`config.mk`:
```
export PLATFORM = sky130hd
export DESIGN_NAME = tsync_timer
export DESIGN_NICKNAME = d
export VERILOG_FILES = /design/src/rtl/tsync_pkg.sv /design/src/rtl/tsync_counter.sv /design/src/rtl/tsync_capture.sv /design/src/rtl/tsync_offset.sv /design/src/rtl/tsync_arm.sv /design/src/rtl/tsync_timer.sv
export SDC_FILE = /design/constraint.sdc
export NUM_CORES = 1
export LEC_CHECK = 0
export BUFFER_PORTS_ARGS = -buffer_cell sky130_fd_sc_hd__buf_2
export CAP_MARGIN = 20
export CORE_ASPECT_RATIO = 1.75
export CORE_MARGIN = 2
export CORE_UTILIZATION = 31
export CTS_CLUSTER_DIAMETER = 60
export DETAILED_ROUTE_END_ITERATION = 8
export PLACE_DENSITY_LB_ADDON = 0.12
export SLEW_MARGIN = 15
export SYNTH_ARGS = -nofsm -noshare
export SYNTH_HDL_FRONTEND = slang
export SYNTH_HIERARCHICAL = 1
export SYNTH_SLANG_ARGS = --single-unit
```
`constraint.sdc`:
```
create_clock -name clk -period 9.1 [get_ports clk]
set_clock_uncertainty 0.2 [all_clocks]
set_input_delay 0.91 -clock clk [delete_from_list [all_inputs] [get_ports clk]]
set_output_delay 0.91 -clock clk [all_outputs]
set_load 0.05 [all_outputs]
```
`src/rtl/tsync_pkg.sv`:
```
package tsync_pkg;

  // remote time plus path latency, folded into 0..maxv (dly <= maxv)
  function automatic int unsigned adj_peer(int unsigned peer, int unsigned dly,
                                           int unsigned maxv);
    int unsigned s;
    s = peer + dly;
    if (s > maxv) s = s - (maxv + 1);
    return s;
  endfunction

  // modular distance from local snapshot to adjusted remote time
  function automatic int unsigned wrap_offset(int unsigned loc, int unsigned peer,
                                              int unsigned maxv);
    if (loc > peer) return maxv - loc + peer;
    return peer - loc;
  endfunction

endpackage

```
`src/rtl/tsync_counter.sv`:
```
module tsync_counter #(
  parameter int unsigned CNT_W   = 16,
  parameter int unsigned MAX_VAL = 65535
) (
  input  logic             clk,
  input  logic             rst,
  input  logic             clr,
  output logic [CNT_W-1:0] cnt,
  output logic             tgl
);
  localparam logic [CNT_W-1:0] MAX_C = CNT_W'(MAX_VAL);

  always_ff @(posedge clk) begin
    if (rst) begin
      cnt <= '0;
      tgl <= 1'b0;
    end else if (cnt == MAX_C) begin
      cnt <= '0;
      tgl <= ~tgl;
    end else if (clr) begin
      cnt <= '0;
    end else begin
      cnt <= cnt + 1'b1;
    end
  end
endmodule

```
`src/rtl/tsync_capture.sv`:
```
module tsync_capture #(
  parameter int unsigned CNT_W = 16
) (
  input  logic             clk,
  input  logic             rst,
  input  logic             stb,
  input  logic [CNT_W-1:0] cnt,
  output logic [CNT_W-1:0] snap
);
  always_ff @(posedge clk) begin
    if (rst)      snap <= '0;
    else if (stb) snap <= cnt;
  end
endmodule

```
`src/rtl/tsync_offset.sv`:
```
module tsync_offset #(
  parameter int unsigned CNT_W     = 16,
  parameter int unsigned MAX_VAL   = 65535,
  parameter int unsigned CHAIN_DLY = 0
) (
  input  logic [CNT_W-1:0] snap,
  input  logic [CNT_W-1:0] peer,
  output logic [CNT_W-1:0] off,
  output logic             need_fix
);
  import tsync_pkg::*;

  int unsigned loc_u, peer_u, adj_u, off_u;

  always_comb begin
    loc_u    = 32'(snap);
    peer_u   = 32'(peer);
    adj_u    = adj_peer(peer_u, CHAIN_DLY, MAX_VAL);
    off_u    = wrap_offset(loc_u, adj_u, MAX_VAL);
    off      = CNT_W'(off_u);
    need_fix = (off_u != 0) && (off_u != MAX_VAL);
  end
endmodule

```
`src/rtl/tsync_arm.sv`:
```
module tsync_arm #(
  parameter int unsigned CNT_W = 16
) (
  input  logic             clk,
  input  logic             rst,
  input  logic             load,
  input  logic [CNT_W-1:0] load_val,
  input  logic             match,
  output logic             armed,
  output logic [CNT_W-1:0] cmp
);
  always_ff @(posedge clk) begin
    if (rst) begin
      armed <= 1'b0;
      cmp   <= '0;
    end else if (load) begin
      armed <= 1'b1;
      cmp   <= load_val;
    end else if (match) begin
      armed <= 1'b0;
    end
  end
endmodule

```
`src/rtl/tsync_timer.sv`:
```
module tsync_timer #(
  parameter int unsigned CNT_W     = 16,
  parameter int unsigned MAX_VAL   = 65535,
  parameter int unsigned CHAIN_DLY = 3
) (
  input  logic             clk,
  input  logic             rst,
  input  logic             snap_stb,
  input  logic             peer_vld,
  input  logic [CNT_W-1:0] peer_ts,
  output logic [CNT_W-1:0] count,
  output logic [CNT_W-1:0] snap_ts,
  output logic             wrap_tgl
);
  localparam logic [CNT_W-1:0] MAX_C = CNT_W'(MAX_VAL);

  logic             armed;
  logic [CNT_W-1:0] cmp;
  logic [CNT_W-1:0] off;
  logic             need_fix;
  logic             match;
  logic             load;

  assign match = armed && (count == cmp);
  assign load  = peer_vld && need_fix;

  tsync_counter #(.CNT_W(CNT_W), .MAX_VAL(MAX_VAL)) u_cnt (
    .clk(clk), .rst(rst), .clr(match), .cnt(count), .tgl(wrap_tgl)
  );

  tsync_capture #(.CNT_W(CNT_W)) u_cap (
    .clk(clk), .rst(rst), .stb(snap_stb), .cnt(count), .snap(snap_ts)
  );

  tsync_offset #(.CNT_W(CNT_W), .MAX_VAL(MAX_VAL), .CHAIN_DLY(CHAIN_DLY)) u_off (
    .snap(snap_ts), .peer(peer_ts), .off(off), .need_fix(need_fix)
  );

  tsync_arm #(.CNT_W(CNT_W)) u_arm (
    .clk(clk), .rst(rst), .load(load), .load_val(MAX_C - off),
    .match(match), .armed(armed), .cmp(cmp)
  );
endmodule

```
==> results.json, run 1 <==
{
  "pwr-share-seq": 0.386,
  "clock-sinks": 50,
  "cts_tree": "yes",
  "clk_path_buf_depth": 2,
  "initial_core_util": 0.313,
  "antenna_cells": 0,
  "die-area_mm2": 0.0134,
  "synthAdderAreaFrac": 0.0814,
  "total_power_uw": 618,
  "synthXorXnorAreaFrac": 0.122,
  "synth_top_family_by_area": "simple AND/OR/NAND/NOR gates",
  "hold_buffers": 0,
  "synth_compound_area_frac": 0.142,
  "crit_required_ns": 9.05,
  "swShare": 0.316,
  "cp-end-kind": "flip-flop",
  "postCtsSetupRepairBufs": 0,
  "first_iter_violations": 132,
  "postRouteAntennaNets": 0,
  "drc_errors": 0,
  "drt_wl_total_um": 12400,
  "drv_cap": 0,
  "synthFlopType": "dfxtp_1",
  "critical_path_class": "input port to flip-flop",
  "final_hold_viol_count": 0,
  "grt_pass1_wl_um": 19500,
  "netlist_instances": 475,
  "timing.fmax_mhz": 156,
  "cts_inserted_buffers": 5,
  "synth-warning-count": 6,
  "syn2layout_area_growth_pct": 12.9,
  "status": "complete, no violations",
  "vdd_drop_max_mv": 0.105,
  "place_area_mm2": 0.00421,
  "min_path_type": "flip-flop to flip-flop",
  "p_sw_uw": 195,
  "drive_above_1_share": 0.147,
  "pwr-share-comb": 0.272,
  "antenna_found_initial": 0,
  "synth_cell_types": 64,
  "grt_usage": 0.190,
  "ys_seq_area_frac": 0.258,
  "gp_congestion": 0.850,
  "clkSlewWorstSetupHoldPaths_ns": 0.06,
  "cts_resized": 0,
  "synth_area_per_cell_um2": 8.16,
  "design_area_mm2": 0.00437,
  "nets": 560,
  "power_density_mw_per_mm2": 141,
  "first_pass_iters": 4,
  "coreArea_mm2": 0.0124,
  "cts_htree_levels": 2,
  "yosys.area_share.simple": 0.225,
  "ys_seq_elements": 50,
  "die_y_um": 152,
  "syn_area_mm2": 0.00387,
  "leakagePower_nw": 1.83,
  "synth_mux_area_frac": 0.0856,
  "synth_edf_count": 0,
  "wl_per_cell_um": 18.1,
  "clk_latency_ns": 0.29,
  "io_buffers": 52,
  "p_int_uw": 423,
  "relSlewSlack": 0.348,
  "min_period_over_period": 0.704,
  "rows": 54,
  "fin_tns_setup_ns": 0,
  "slew_violations": 0,
  "setup_violations": 0,
  "max_slew.worst_pin.slew_ns": 0.978,
  "die_x_um": 88.5,
  "cp-start-kind": "input port",
  "grt_overflow_total": 0,
  "clockPowerShare": 0.342,
  "place_hpwl_um": 10200,
  "grt_pass1_vias": 3597,
  "root_buffer": "clkbuf_16",
  "fillCellCount": 1350,
  "via_count": 3476,
  "via_per_inst": 5.07,
  "worstPathArrival_ns": 6.36,
  "cp_max_fo": 17,
  "synth_fp_nets": 519,
  "ys_async_sr_fraction": 0,
  "fin_crit_ns": 6.41,
  "io_pins": 53,
  "rsz0062_at_grt": "no",
  "grt_max_degree": 40
}
==> Yosys cell counts (all sizes together), types with 5 or more instances <==
library cell	instances	area [µm²]
nor2	61	231
inv	51	191
dfxtp	50	1000
xnor2	40	350
mux2i	32	320
ha	22	275
nand2	22	82.6
a21oi	21	113
nand3	19	113
buf	18	138
nand4	17	113
o21ai	15	78.8
xor2	14	123
and3	9	56.3
nor3	8	40.0
a21o	6	45.0
a31oi	6	52.6
nor4	6	43.8
o21bai	5	37.5
==> worst max-delay path: stages <==
cell and delay (ns):
buf_2 0.12, and3_1 0.21, nand3_1 0.14, a21oi_1 0.40, xor2_1 0.29, ha_1 0.38
a21oi_1 0.30, o21ai_1 0.17, o21ai_2 0.43, a31oi_1 0.18, a21oi_1 0.51, nor3_1 0.15
a2111oi_0 0.50, xnor2_1 0.25, nand2_1 0.13, a2bb2oi_1 0.14, and2_1 0.79, mux2i_1 0.28
nor2_1 0.06
==> cells by family (layout without fill, tap and decap cells) <==
| group | count (synthesis) | count (layout) |
|---|---|---|
| fa+ha+maj | 24 | 24 |
| flops | 50 | 50 |
| mux | 33 | 33 |
| xor+xnor | 54 | 54 |
| buf+inv | 69 | 111 |
| compound gates | 78 | 78 |
| simple gates | 167 | 167 |
==> per-stage QoR <==
step | util | setup WS, ns | std cells | hold WS, ns
3_5_place_dp | 0.340 | 2.48 | 677 | 0.274
4_1_cts | 0.354 | 2.78 | 685 | 0.284
6_report | 0.354 | 2.69 | 685 | 0.285
2_1_floorplan | - | 3.86 | 475 | 0.251
3_3_place_gp | 0.340 | 2.51 | 677 | 0.261
5_1_grt | 0.354 | 2.32 | 685 | 0.294
==> power by group through the flow <==
stage / logic [mW] / clock network, mW / registers (mW)
4_1_cts: 0.169 / 0.217 / 0.239
3_5_place_dp: 0.167 / 0 / 0.244
2_1_floorplan: 0.118 / 0 / 0.248
3_3_place_gp: 0.168 / 0 / 0.243
6_report: 0.168 / 0.211 / 0.238
5_1_grt: 0.185 / 0.225 / 0.240
==> layer usage <==
metal | track usage | vias up | wire (µm)
li1 | - | 1725 | -
met1 | 0.194 | 1654 | 4440
met2 | 0.371 | 71 | 7160
met3 | 0.0190 | 26 | 362
met4 | 0.0801 | 0 | 449
met5 | 0 | - | 0
==> path summary, 6_finish.rpt <==
check        cells after the start            end  slack, ns          start
min                              2    u_arm/armed       0.28    u_arm/armed
max                             19  u_arm/cmp[12]       2.69     peer_ts[2]
max reg2reg                     16  u_arm/cmp[12]       3.98  u_cap/snap[0]
min reg2reg                      2    u_arm/armed       0.28    u_arm/armed
==> final cells by class <==
class / instances / area [µm²] / share of cell area
clock buffers: 6 / 129 / 0.0295
clock inverters: 2 / 37.5 / 0.00858
inverters: 51 / 191 / 0.0438
multi-input cells: 356 / 2540 / 0.582
flip-flops and latches: 50 / 1000 / 0.229
well taps: 168 / 210 / 0.0481
repair buffers: 52 / 260 / 0.0595
==> cell usage in the layout (no fill, tap or decap), types with 6 or more instances in the layout <==
cell	instances
a21o_1	6
a21oi_1	19
and3_1	9
buf_2	52
dfxtp_1	50
ha_1	22
inv_1	51
mux2i_1	32
nand2_1	22
nand3_1	17
nand4_1	16
nor2_1	60
nor3_1	8
o21ai_0	13
xnor2_1	40
xor2_1	14
==> registers in the layout (all words and copies together), names as in the netlist <==
register and cells:
u_arm/armed 1, u_cap/snap 16, u_arm/cmp 16, u_cnt/tgl 1, u_cnt/cnt 16
No activity file was read; power rests on OpenSTA's default activity.
==> run 2: changes to the inputs <==
- clock period: 9.1 -> 5.18 ns (I/O delays scaled with it)
==> results.json, run 2 (synthesis results as in run 1) <==
{
  "grt_pass1_wl_um": 19900,
  "cp_max_fo": 17,
  "cp-start-kind": "input port",
  "total_power_mw": 1.07,
  "finalHoldWorstSlack_ns": 0.282,
  "coreArea_mm2": 0.0124,
  "postRouteAntennaNets": 0,
  "slew_violations": 0,
  "cts_htree_levels": 2,
  "antenna_found_initial": 0,
  "root_buffer": "clkbuf_16",
  "crit_slowest_cell": "or4_1",
  "vdd_drop_max_mv": 0.198,
  "final_common_cell": "nor2_1",
  "worstPathArrival_ns": 4.82,
  "status": "complete, no violations",
  "holdPathEnd": "u_arm/armed",
  "critical_path_class": "input port to flip-flop",
  "grt_pass1_vias": 3827,
  "cts_inserted_buffers": 5,
  "rr_worst_depth": 18,
  "cp_num_cells": 23,
  "clock-sinks": 50,
  "place_area_mm2": 0.00459,
  "cts_tree": "yes",
  "relSlewSlack": 0.545,
  "fillCellCount": 1346,
  "path_cells": "buf_2 -> inv_1 -> ha_1 -> buf_4 -> xnor2_1 -> nand4_1 -> nand4b_1 -> nand4b_1 -> o31ai_4 -> ha_4 -> buf_4 -> o2111a_1 -> and3_1 -> a221o_1 -> nor2_1 -> nand4_1 -> or4_1 -> nor4b_2 -> a2bb2oi_1 -> and2_1 -> buf_12 -> mux2i_1 -> nor2_1",
  "grt_usage": 0.191,
  "die-area_mm2": 0.0134,
  "crit_buf_inv": 5,
  "wl_per_cell_um": 17.0,
  "via_per_inst": 5.00,
  "grt_max_degree": 40,
  "timing.fmax_mhz": 205,
  "syn2layout_area_growth_pct": 24.3,
  "first_iter_violations": 126,
  "reg2reg_slack_ns": 0.97,
  "drv_cap": 0,
  "setup_violations": 0,
  "die_y_um": 152,
  "clkSlewWorstSetupHoldPaths_ns": 0.06,
  "drive_above_1_share": 0.240,
  "place_hpwl_um": 10300,
  "leakagePower_nw": 2.08,
  "clk_latency_ns": 0.29,
  "fin_tns_setup_ns": 0,
  "first_pass_iters": 4,
  "via_count": 3675,
  "drt_wl_total_um": 12500,
  "rows": 54,
  "cp-end-kind": "flip-flop",
  "hold_buffers": 0,
  "crit_required_ns": 5.13,
  "grt_overflow_total": 0,
  "drc_errors": 0,
  "r2r_start": "u_cap/snap[0]",
  "whs_path_depth": 2,
  "design_area_mm2": 0.00481,
  "rr_endpoint": "u_arm/cmp[3]",
  "worstHoldStart": "u_arm/armed",
  "min_period_over_period": 0.941,
  "fin_crit_ns": 4.87,
  "final_cell_mix": "59 x nor2_1, 52 x buf_2, 51 x inv_1, 50 x buf_4, 50 x dfxtp_1",
  "gp_congestion": 0.861,
  "initial_core_util": 0.313,
  "io_buffers": 52,
  "min_path_type": "flip-flop to flip-flop",
  "max_slew.worst_pin.slew_ns": 0.682,
  "power_density_mw_per_mm2": 223,
  "io_pins": 53,
  "antenna_cells": 0,
  "rsz0062_at_grt": "no",
  "nets": 611,
  "critPathTopFamily": "simple AND/OR/NAND/NOR gates",
  "die_x_um": 88.5,
  "final_hold_viol_count": 0,
  "crit_path_max_incr_delay_ns": 0.51,
  "clk_path_buf_depth": 2,
  "top_regs": "u_arm/cmp: 16 flops, u_cap/snap: 16 flops, u_cnt/cnt: 16 flops"
}
-- run 2: cell count changes in the layout (fill, tap and decap cells not counted), sizes merged --
cell	delta
clkbuf	-1
bufinv	-1
buf	+51
clkinvlp	+1
-- run 2: report_power, final --
part	switching, mW	internal, mW
sequential	0.0166	0.402
clock	0.135	0.176
combinational	0.190	0.153
total	0.341	0.731
-- run 2: how the worst max path moves through the flow --
| stage | start | end | slack (ns) |
|---|---|---|---|
| after floorplan | peer_ts[3] | u_arm/cmp[9] | 0.33 |
| after global placement | peer_ts[0] | u_arm/cmp[1] | -0.12 |
| after detailed placement | peer_ts[4] | u_arm/cmp[3] | -0.15 |
| after CTS | peer_ts[4] | u_arm/cmp[3] | 0.13 |
| after global routing | peer_ts[0] | u_arm/cmp[3] | 0.007 |
| final | peer_ts[0] | u_arm/cmp[3] | 0.31 |
-- run 2: repair_timing --
item / 4_1_cts / 5_1_grt
resized for setup: 0 / 12
setup endpoints to repair: 0 / 17
endpoints found under the hold margin: 0 / 0
setup buffers: 0 / 1
-- run 2: metrics by stage --
stage / instances / worst slack, ns / util
2_1_floorplan: 475 / 0.330 / -
3_3_place_gp: 727 / -0.120 / 0.372
3_5_place_dp: 727 / -0.152 / 0.372
4_1_cts: 734 / 0.135 / 0.383
5_1_grt: 735 / 0.00741 / 0.389
6_report: 735 / 0.307 / 0.389
-- run 2: area by class of cell --
class                           instances  area, µm²  area share
Clock buffer                            5        125      0.0260
Clock inverter                          2       15.0     0.00312
Inverter                               51        191      0.0398
Multi-Input combinational cell        356       2620       0.543
Sequential cell                        50       1000       0.208
Tap cell                              168        210      0.0437
Timing Repair Buffer                  103        656       0.136
-- run 2: routing by layer --
metal	part of all wire	routed length, µm	vias up	global-route usage
met1	0.37	4590	1758	0.194
met3	0.018	223	26	0.0147
met4	0.043	533	0	0.0916
li1	-	-	1827	-
met2	0.57	7120	64	0.370
met5	0	0	-	0
-- run 2: worst register-to-register path: cells and delay by family, from the launching register on --
kind / cells / cell delay, ns
compound gates: 4 / 0.65
xor+xnor: 1 / 0.11
fa+ha+maj: 2 / 0.60
buf+inv: 3 / 0.45
flops: 1 / 0.39
mux: 1 / 0.16
simple gates: 7 / 1.50
==> run 3: changes to the inputs <==
- CORE_MARGIN: 2 -> unset
- RECOVER_POWER: unset -> 50
==> results.json, run 3 (synthesis results as in run 1) <==
{
  "top_regs": "u_arm/cmp: 16 flops, u_cap/snap: 16 flops, u_cnt/cnt: 16 flops",
  "rows": 53,
  "cts_tree": "yes",
  "initial_core_util": 0.321,
  "p_sw_uw": 355,
  "crit_required_ns": 5.13,
  "final_hold_viol_count": 0,
  "clk_latency_ns": 0.29,
  "die_x_um": 86.5,
  "cp-end-kind": "flip-flop",
  "cts_inserted_buffers": 5,
  "p_int_uw": 741,
  "whs_path_depth": 2,
  "slew_violations": 0,
  "via_count": 3749,
  "crit_path_max_incr_delay_ns": 0.32,
  "leakagePower_nw": 2.04,
  "setup_violations": 0,
  "first_pass_iters": 4,
  "root_buffer": "clkbuf_16",
  "status": "complete, no violations",
  "grt_pass1_wl_um": 20600,
  "min_path_type": "flip-flop to flip-flop",
  "fin_crit_ns": 4.83,
  "fin_tns_setup_ns": 0,
  "drc_errors": 0,
  "cp_num_cells": 25,
  "crit_buf_inv": 6,
  "drv_cap": 0,
  "critPathTopFamily": "compound AO/OA/AOI/OAI gates",
  "die-area_mm2": 0.0130,
  "critical_path_class": "input port to flip-flop",
  "nets": 623,
  "grt_overflow_total": 0,
  "io_pins": 53,
  "grt_usage": 0.211,
  "relSlewSlack": 0.269,
  "drive_above_1_share": 0.202,
  "grt_pass1_vias": 3904,
  "power_density_mw_per_mm2": 228,
  "antenna_cells": 0,
  "wl_per_cell_um": 17.4,
  "io_buffers": 52,
  "finalHoldWorstSlack_ns": 0.277,
  "max_slew.worst_pin.slew_ns": 1.10,
  "min_period_over_period": 0.933,
  "clkSlewWorstSetupHoldPaths_ns": 0.07,
  "fin_util": 0.399,
  "final_cell_mix": "62 x buf_4, 60 x nor2_1, 51 x inv_1, 50 x dfxtp_1, 38 x xnor2_1",
  "timing.fmax_mhz": 207,
  "grt_max_degree": 40,
  "pwr-share-comb": 0.327,
  "gp_congestion": 0.864,
  "cp_max_fo": 17,
  "clockPowerShare": 0.289,
  "hold_buffers": 0,
  "coreArea_mm2": 0.0121,
  "clock-sinks": 50,
  "die_y_um": 150,
  "clk_path_buf_depth": 2,
  "cts_htree_levels": 2,
  "cp-start-kind": "input port",
  "cp_common_cell": "buf_4",
  "drt_wl_total_um": 13000,
  "place_hpwl_um": 10800,
  "rsz0062_at_grt": "no",
  "postRouteAntennaNets": 0,
  "swShare": 0.324,
  "syn2layout_area_growth_pct": 24.2,
  "crit_slowest_cell": "ha_1",
  "vdd_drop_max_mv": 0.275,
  "first_iter_violations": 166,
  "final_common_cell": "buf_4",
  "worstPathArrival_ns": 4.79,
  "rr_worst_depth": 20,
  "antenna_found_initial": 0,
  "via_per_inst": 5.04,
  "pwr-share-seq": 0.384
}
==> run 3: repair_timing <==
item,CTS,global route
buffers inserted,0,0
gates resized for setup,0,5
endpoints found under the setup margin,0,13
==> run 3: metrics by stage <==
stage	std cells	cell area [µm²]	setup WS, ns	power (mW)
after floorplan	475	3870	0.330	0.643
after global placement	737	4690	0.0101	0.787
after detailed placement	737	4690	-0.0160	0.787
after CTS	744	4820	0.273	1.11
after global routing	744	4810	0.00703	1.15
final	744	4810	0.346	1.10
==> run 3: area by class of cell <==
class / count / area (µm²)
clock buffer: 5 / 125
clock inverter: 2 / 10.0
inverter: 51 / 191
sequential: 50 / 1000
tap: 165 / 206
fill: 1343 / 7260
timing repair buffer: 115 / 713
multi-input combinational: 356 / 2560
==> run 3: path summary, 6_finish.rpt <==
kind                 start            end  slack [ns]
max             peer_ts[3]  u_arm/cmp[12]        0.35
min            u_arm/armed    u_arm/armed        0.28
max reg2reg  u_cap/snap[0]  u_arm/cmp[12]        0.89
min reg2reg    u_arm/armed    u_arm/armed        0.28
==> run 3: power by group through the flow <==
stage | Clock [mW] | Combinational [mW] | Sequential [mW]
floorplan | 0 | 0.207 | 0.436
global placement | 0 | 0.358 | 0.429
detailed placement | 0 | 0.358 | 0.429
CTS | 0.325 | 0.360 | 0.421
global route | 0.337 | 0.394 | 0.423
finish | 0.316 | 0.358 | 0.421
==> run 3: worst min-delay path, stage by stage, from the launching register on <==
cell and delay (ns):
dfxtp_1 0.31, nand2b_1 0.06, a21oi_1 0.06
==> run 3: metal layers <==
| layer | track usage | vias to the layer above | share of wire |
|---|---|---|---|
| met5 | 0 | - | 0 |
| met3 | 0.0160 | 36 | 0.018 |
| met2 | 0.422 | 87 | 0.56 |
| met1 | 0.203 | 1779 | 0.36 |
| met4 | 0.128 | 0 | 0.061 |
| li1 | - | 1847 | - |
